--- src/rtl/spim_pkg.sv ---
package spim_pkg;

  localparam logic [7:0] A_SWRST = 8'h40;
  localparam logic [7:0] A_CTRL  = 8'h60;
  localparam logic [7:0] A_STAT  = 8'h64;
  localparam logic [7:0] A_TXD   = 8'h68;
  localparam logic [7:0] A_RXD   = 8'h6C;
  localparam logic [7:0] A_SSEL  = 8'h70;

  localparam int C_LOOP  = 0;
  localparam int C_EN    = 1;
  localparam int C_MST   = 2;
  localparam int C_CPOL  = 3;
  localparam int C_CPHA  = 4;
  localparam int C_TXRST = 5;
  localparam int C_RXRST = 6;
  localparam int C_MANSS = 7;
  localparam int C_HOLD  = 8;
  localparam int C_LSB   = 9;
  localparam int CTRL_W  = 10;

  localparam logic [CTRL_W-1:0] CTRL_RST  = 10'h180;
  localparam logic [31:0]       SWRST_KEY = 32'h0000_000A;

  typedef struct packed {
    logic cpol;
    logic cpha;
    logic lsb;
    logic loopb;
  } spim_mode_t;

endpackage

--- src/rtl/spim_fifo.sv ---
module spim_fifo #(
  parameter int W     = 8,
  parameter int DEPTH = 4
) (
  input  logic         clk,
  input  logic         rst_n,
  input  logic         flush,
  input  logic         push,
  input  logic [W-1:0] din,
  input  logic         pop,
  output logic [W-1:0] dout,
  output logic         empty,
  output logic         full
);
  localparam int AW = (DEPTH > 1) ? $clog2(DEPTH) : 1;
  localparam int CW = $clog2(DEPTH + 1);

  logic [W-1:0]  mem [DEPTH];
  logic [AW-1:0] wp_q, wp_d, rp_q, rp_d;
  logic [CW-1:0] cnt_q, cnt_d;
  logic          do_push, do_pop;

  assign empty   = (cnt_q == '0);
  assign full    = (cnt_q == CW'(DEPTH));
  assign do_push = push && !full && !flush;
  assign do_pop  = pop && !empty && !flush;
  assign dout    = mem[rp_q];

  always_comb begin
    wp_d  = wp_q;
    rp_d  = rp_q;
    cnt_d = cnt_q;
    if (flush) begin
      wp_d  = '0;
      rp_d  = '0;
      cnt_d = '0;
    end else begin
      if (do_push) wp_d = (wp_q == AW'(DEPTH - 1)) ? '0 : wp_q + 1'b1;
      if (do_pop)  rp_d = (rp_q == AW'(DEPTH - 1)) ? '0 : rp_q + 1'b1;
      cnt_d = cnt_q + CW'(do_push) - CW'(do_pop);
    end
  end

  always_ff @(posedge clk or negedge rst_n) begin
    if (!rst_n) begin
      wp_q  <= '0;
      rp_q  <= '0;
      cnt_q <= '0;
    end else begin
      wp_q  <= wp_d;
      rp_q  <= rp_d;
      cnt_q <= cnt_d;
    end
  end

  always_ff @(posedge clk) begin
    if (do_push) mem[wp_q] <= din;
  end

endmodule

--- src/rtl/spim_engine.sv ---
module spim_engine
  import spim_pkg::*;
#(
  parameter int DW      = 8,
  parameter int CLK_DIV = 2
) (
  input  logic          clk,
  input  logic          rst_n,
  input  logic          clr,
  input  logic          go,
  input  spim_mode_t    mode,
  input  logic [DW-1:0] tx_word,
  output logic          tx_pop,
  output logic [DW-1:0] rx_word,
  output logic          rx_push,
  input  logic          miso,
  output logic          sclk,
  output logic          mosi,
  output logic          busy
);
  localparam int HALVES = 2 * DW;
  localparam int HW     = $clog2(HALVES);
  localparam int DVW    = (CLK_DIV > 1) ? $clog2(CLK_DIV) : 1;

  logic          busy_q, busy_d;
  logic          sclk_q, sclk_d;
  logic [DVW-1:0] div_q, div_d;
  logic [HW-1:0] half_q, half_d;
  logic [DW-1:0] tx_sh_q, tx_sh_d;
  logic [DW-1:0] rx_sh_q, rx_sh_d;
  logic [DW-1:0] tx_ord, rx_full;
  logic          tick, leading, last, samp, shft, din, start;

  assign tick    = (div_q == DVW'(CLK_DIV - 1));
  assign leading = ~half_q[0];
  assign last    = (half_q == HW'(HALVES - 1));
  assign samp    = mode.cpha ? ~leading : leading;
  assign shft    = mode.cpha ? (leading && (half_q != '0)) : ~leading;
  assign din     = mode.loopb ? tx_sh_q[DW-1] : miso;
  assign start   = go && !busy_q && !clr;
  assign rx_full = mode.cpha ? {rx_sh_q[DW-2:0], din} : rx_sh_q;

  always_comb begin
    for (int i = 0; i < DW; i++) begin
      tx_ord[i]  = mode.lsb ? tx_word[DW-1-i] : tx_word[i];
      rx_word[i] = mode.lsb ? rx_full[DW-1-i] : rx_full[i];
    end
  end

  always_comb begin
    busy_d  = busy_q;
    sclk_d  = sclk_q;
    div_d   = div_q;
    half_d  = half_q;
    tx_sh_d = tx_sh_q;
    rx_sh_d = rx_sh_q;
    if (clr || !busy_q) begin
      sclk_d = mode.cpol;
      div_d  = '0;
      half_d = '0;
      busy_d = 1'b0;
      if (start) begin
        busy_d  = 1'b1;
        tx_sh_d = tx_ord;
      end
    end else begin
      div_d = tick ? '0 : div_q + 1'b1;
      if (tick) begin
        sclk_d = ~sclk_q;
        half_d = last ? '0 : half_q + 1'b1;
        if (samp) rx_sh_d = {rx_sh_q[DW-2:0], din};
        if (shft) tx_sh_d = {tx_sh_q[DW-2:0], 1'b0};
        if (last) busy_d = 1'b0;
      end
    end
  end

  always_ff @(posedge clk or negedge rst_n) begin
    if (!rst_n) begin
      busy_q  <= 1'b0;
      sclk_q  <= 1'b0;
      div_q   <= '0;
      half_q  <= '0;
      tx_sh_q <= '0;
      rx_sh_q <= '0;
    end else begin
      busy_q  <= busy_d;
      sclk_q  <= sclk_d;
      div_q   <= div_d;
      half_q  <= half_d;
      tx_sh_q <= tx_sh_d;
      rx_sh_q <= rx_sh_d;
    end
  end

  assign tx_pop  = start;
  assign rx_push = busy_q && tick && last && !clr;
  assign sclk    = sclk_q;
  assign mosi    = tx_sh_q[DW-1];
  assign busy    = busy_q;

endmodule

--- src/rtl/spi_fifo_master.sv ---
module spi_fifo_master
  import spim_pkg::*;
#(
  parameter int DW         = 8,
  parameter int FIFO_DEPTH = 4,
  parameter int CLK_DIV    = 2,
  parameter int NUM_SS     = 4
) (
  input  logic              clk,
  input  logic              rst_n,
  input  logic              bus_valid,
  input  logic              bus_write,
  input  logic [7:0]        bus_addr,
  input  logic [31:0]       bus_wdata,
  output logic [31:0]       bus_rdata,
  output logic              sclk,
  output logic              mosi,
  input  logic              miso,
  output logic [NUM_SS-1:0] ss_n
);
  logic [1:0]        rs_q;
  logic              rst_n_s;
  logic [CTRL_W-1:0] ctrl_q, ctrl_d;
  logic [NUM_SS-1:0] ss_q, ss_d;
  logic              wr, rd, ctrl_wr, sw_rst;
  logic              tx_push, tx_pop, tx_empty, tx_full, tx_flush;
  logic              rx_push, rx_pop, rx_empty, rx_full, rx_flush;
  logic [DW-1:0]     tx_dout, rx_dout, rx_word;
  logic              go, eng_busy;
  spim_mode_t        eng_mode;

  always_ff @(posedge clk or negedge rst_n) begin
    if (!rst_n) rs_q <= 2'b00;
    else        rs_q <= {rs_q[0], 1'b1};
  end
  assign rst_n_s = rs_q[1];

  assign wr      = bus_valid && bus_write;
  assign rd      = bus_valid && !bus_write;
  assign ctrl_wr = wr && (bus_addr == A_CTRL);
  assign sw_rst  = wr && (bus_addr == A_SWRST) && (bus_wdata == SWRST_KEY);
  assign tx_push = wr && (bus_addr == A_TXD);
  assign rx_pop  = rd && (bus_addr == A_RXD);

  always_comb begin
    ctrl_d          = ctrl_q;
    ctrl_d[C_TXRST] = 1'b0;
    ctrl_d[C_RXRST] = 1'b0;
    ss_d            = ss_q;
    if (sw_rst) begin
      ctrl_d = CTRL_RST;
      ss_d   = '1;
    end else begin
      if (ctrl_wr) ctrl_d = bus_wdata[CTRL_W-1:0];
      if (wr && (bus_addr == A_SSEL)) ss_d = bus_wdata[NUM_SS-1:0];
    end
  end

  always_ff @(posedge clk or negedge rst_n_s) begin
    if (!rst_n_s) begin
      ctrl_q <= CTRL_RST;
      ss_q   <= '1;
    end else begin
      ctrl_q <= ctrl_d;
      ss_q   <= ss_d;
    end
  end

  assign tx_flush = ctrl_q[C_TXRST] || sw_rst;
  assign rx_flush = ctrl_q[C_RXRST] || sw_rst;
  assign go       = ctrl_q[C_EN] && ctrl_q[C_MST] && !ctrl_q[C_HOLD]
                    && !tx_empty && !tx_flush;

  always_comb begin
    eng_mode.cpol  = ctrl_q[C_CPOL];
    eng_mode.cpha  = ctrl_q[C_CPHA];
    eng_mode.lsb   = ctrl_q[C_LSB];
    eng_mode.loopb = ctrl_q[C_LOOP];
  end

  spim_fifo #(.W(DW), .DEPTH(FIFO_DEPTH)) u_txq (
    .clk(clk), .rst_n(rst_n_s), .flush(tx_flush),
    .push(tx_push), .din(bus_wdata[DW-1:0]),
    .pop(tx_pop), .dout(tx_dout), .empty(tx_empty), .full(tx_full)
  );

  spim_fifo #(.W(DW), .DEPTH(FIFO_DEPTH)) u_rxq (
    .clk(clk), .rst_n(rst_n_s), .flush(rx_flush),
    .push(rx_push), .din(rx_word),
    .pop(rx_pop), .dout(rx_dout), .empty(rx_empty), .full(rx_full)
  );

  spim_engine #(.DW(DW), .CLK_DIV(CLK_DIV)) u_eng (
    .clk(clk), .rst_n(rst_n_s), .clr(sw_rst), .go(go), .mode(eng_mode),
    .tx_word(tx_dout), .tx_pop(tx_pop), .rx_word(rx_word), .rx_push(rx_push),
    .miso(miso), .sclk(sclk), .mosi(mosi), .busy(eng_busy)
  );

  assign ss_n = (ctrl_q[C_MANSS] || eng_busy) ? ss_q : '1;

  always_comb begin
    case (bus_addr)
      A_CTRL:  bus_rdata = 32'(ctrl_q);
      A_STAT:  bus_rdata = {27'd0, 1'b0, tx_full, tx_empty, rx_full, rx_empty};
      A_RXD:   bus_rdata = rx_empty ? 32'd0 : 32'(rx_dout);
      A_SSEL:  bus_rdata = 32'(ss_q);
      default: bus_rdata = 32'd0;
    endcase
  end

endmodule

--- config.mk ---
export PLATFORM = sky130hd
export DESIGN_NAME = spi_fifo_master
export DESIGN_NICKNAME = d
export VERILOG_FILES = /design/src/rtl/spim_pkg.sv /design/src/rtl/spim_fifo.sv /design/src/rtl/spim_engine.sv /design/src/rtl/spi_fifo_master.sv
export SDC_FILE = /design/constraint.sdc
export NUM_CORES = 1
export LEC_CHECK = 0
export BUFFER_PORTS_ARGS = -buffer_cell sky130_fd_sc_hd__buf_2
export CORE_ASPECT_RATIO = 0.9
export CORE_MARGIN = 5
export CORE_UTILIZATION = 45
export DETAILED_ROUTE_END_ITERATION = 8
export PLACE_DENSITY = 0.65
export SLEW_MARGIN = 10
export SYNTH_ARGS = -nofsm -noshare
export SYNTH_HDL_FRONTEND = slang
export SYNTH_SLANG_ARGS = --single-unit
--- constraint.sdc ---
create_clock -name clk -period 4.12 [get_ports clk]
set_clock_uncertainty 0.05 [all_clocks]
set_input_delay 0 -clock clk [delete_from_list [all_inputs] [get_ports clk]]
set_output_delay 0 -clock clk [all_outputs]
set_load 0.005 [all_outputs]
==> results by group <==
Global routing
  – Vias in the first global route: 3999
  – Largest net degree at the start of global routing: 52
  – First-pass GRT wire length: 21100 microns
  – Initial antenna violation count: 0
  – GRT Total Usage: 17.2%
  – Total grt overflow: 0

Timing
  – Tmin final: 3030 ps
  – Setup violators final: 0
  – RSZ-0062 raised after global routing: false
  – Relative slew slack: 33.9%
  – Actual slew at the worst max-slew pin: 991 ps
  – Setup tns final: 0 ps
  – Slew Limit Fails: 0
  – Final worst-path cycle share: 73.6%
  – Worst hold slack: 95.2 ps
  – Final hold viol count: 0
  – Max Clock Freq: 330 MHz

Clock network
  – Clk Latency, worst-skew pair: 420 ps
  – CTS sink count: 117
  – PostCTS Resize Cnt: 0
  – Reg clk slew, reported paths: approximately 60 ps
  – CTS Buffer Depth: 2
  – TritonCTS Buffers: 17
  – CTS H-tree depth: 4
  – CTS tree: done
  – CTS Root Cell: clkbuf_16

Die
  – # IOs: 83
  – Core Rows: 39
  – Die Y-Extent: about 120 microns
  – Core region area: between 10000 and 15000 sq um
  – Die X: about 130 microns
  – Initial Utilization: 46.3%
  – Full die area: 15600 sq um

Critical path
  – Worst EP arrival: 3310 ps
  – Startpoint Class: register
  – CP Max Fanout: 21
  – Critical Path End Type: register
  – Crit Path Category: register to register
  – Worst EP required: 4400 ps

Yosys
  – Number of synthesized flops with an enable pin: 64
  – Synth Register Bits: 117
  – Area contributors post-synth: edfxtp_1 (32%), dfrtp_1 (20%), mux4_2 (11%), mux2i_1 (4.9%), ha_1 (3.4%)
  – Post-synthesis average cell area: 13.4 sq um
  – Synth top cells by count: edfxtp_1 (64), dfrtp_1 (47), nor2_1 (36)
  – Synth Flop Type: edfxtp_1
  – Sequential share of the synthesized area: approximately 55%
  – Area leader, netlist: edfxtp_1
  – Number of distinct library cells after synthesis: 50
  – Warning count from the yosys run: 0
  – Post-synth top area share: 32.3%
  – Most common cell in the netlist: edfxtp_1
  – Syn Std Cell Area: 5950 sq um
  – Gate Count Post-Synth: 445
  – Post-synth ARST share: 45.3%

Routing
  – Drt first-iter violations: between 150 and 200
  – Metal2 WL: roughly 6700 microns
  – DRC Markers: 0
  – Met3 WL: 616 microns
  – First-pass detailed-route iteration total: 5
  – Drt via density: 5.34
  – Top Metal Used: met4
  – Routed WL: 12800 microns
  – Routed via count: 3710
  – DR WL/cell: 18.4 microns
  – Wire length on met1: 5300 microns
  – Final ANT Viol Nets: 0

Cells and area
  – Final core utilization: 55.0%
  – Antenna diode count: 0
  – Share of layout cells above drive strength 1: 29.6%
  – # nets final: 581
  – Area Overhead vs Synth: 18.7%
  – Layout fillers: approximately 1000

Placement
  – IO buf count: 60
  – GPL Wtd Cong: approximately 0.83
  – DP HPWL: 9350 microns

Pwr
  – Maximum VDD drop: 0.347 mV
  – PD cells: 428 nW/um^2
  – Leakage: ~3.0 nW

Run
  – Maxcap violations: 0

Outcome
  – Status: completed

Worst hold path
  – Hold Path Class: input pin to register
stage by stage:
stage / std cells / cell area, sq um / total power, mW / setup slack (ps)
5_1_grt: 695 / 7060 / 3.13 / 850
4_1_cts: 695 / 7060 / 3.06 / 1070
2_1_floorplan: 466 / 6030 / 1.43 / 1410
3_3_place_gp: 650 / 6300 / 1.48 / 1230
6_report: 695 / 7060 / 3.02 / 1090
3_5_place_dp: 650 / 6300 / 1.48 / 1120
cell families (layout without fill, tap and decap cells):
logic type,count (synthesis),in the layout,synth area share [%]
compound gates,39,39,4.31
other cells,2,23,0.126
fa+ha+maj,18,18,4.04
buf+inv,67,132,5.81
xor+xnor,7,7,1.03
simple gates,121,121,11.2
mux,74,74,18.7
flops,117,117,54.7
path summary, 6_finish.rpt:
path	cells after the start	from	slack, ps	to
max	10	u_eng.busy	1090	u_txq.cnt_q[2]
max reg2reg	10	u_eng.busy	1090	u_txq.cnt_q[2]
max in group asynchronous	1	rs_q[1]	3240	u_eng.rx_sh_q[5]
min	4	bus_valid	100	ss_q[0]
min reg2reg	0	rs_q[0]	310	rs_q[1]
min in group asynchronous	1	rs_q[1]	330	u_eng.half_q[1]
power by group:
group          switching [mW]  internal (mW)
clock                   0.540           1.01
combinational          0.0838         0.0804
sequential             0.0356           1.27
area by class of cell:
| cell class | count | area [sq um] | share of cell area, % |
|---|---|---|---|
| flip-flops and latches | 117 | 3260 | 46.1 |
| multi-input cells | 282 | 2420 | 34.3 |
| repair buffers | 76 | 453 | 6.42 |
| clock buffers | 17 | 425 | 6.03 |
| clock inverters | 15 | 205 | 2.91 |
| well taps | 164 | 205 | 2.91 |
| inverters | 24 | 90.1 | 1.28 |
cells in the final DEF (no fill, tap or decap), types with 7 or more instances in the layout:
cell           count
nor4_1             8
clkbuf_16         17
and2_1            11
edfxtp_1          64
dfrtp_1           46
mux4_2            28
nor2_1            36
nand3_1            7
inv_1             24
a21oi_1            8
mux2i_1           29
o21ai_0           13
nor3_1            11
nand2_1           18
conb_1            23
dlygate4sd3_1     13
ha_1              16
buf_2             60
mux2_2            17
worst max-delay path: stages (launching register included):
cell     delay (ps)
dfrtp_1         600
or4_1           680
nor3_1          250
ha_1            290
inv_1            60
ha_1            140
inv_1            60
fa_1            380
xor2_1          160
xnor2_1         120
nor3_1          160
state kept, by name, indices dropped and copies added (netlist names):
register and count:
u_eng.rx_sh_q 8, u_rxq.mem 32, u_eng.div_q 1, u_rxq.cnt_q 3, u_txq.mem 32, u_txq.rp_q 2, u_eng.sclk 1, rs_q 2
u_txq.wp_q 2, u_eng.half_q 4, u_txq.cnt_q 3, ctrl_q 10, u_eng.busy 1, ss_q 4, u_eng.tx_sh_q 8, u_rxq.rp_q 2
u_rxq.wp_q 2
repair_timing:
action	CTS	global route
hold endpoints to repair	47	0
hold buffers	13	0
setup buffers	0	0
routing by layer:
layer  GRT usage [%]  up-vias
met1            21.2     1868
met5               0        -
met4            5.13        0
li1                -     1744
met3            4.51       16
met2            29.9       82
(Power assumes the default switching activity.)
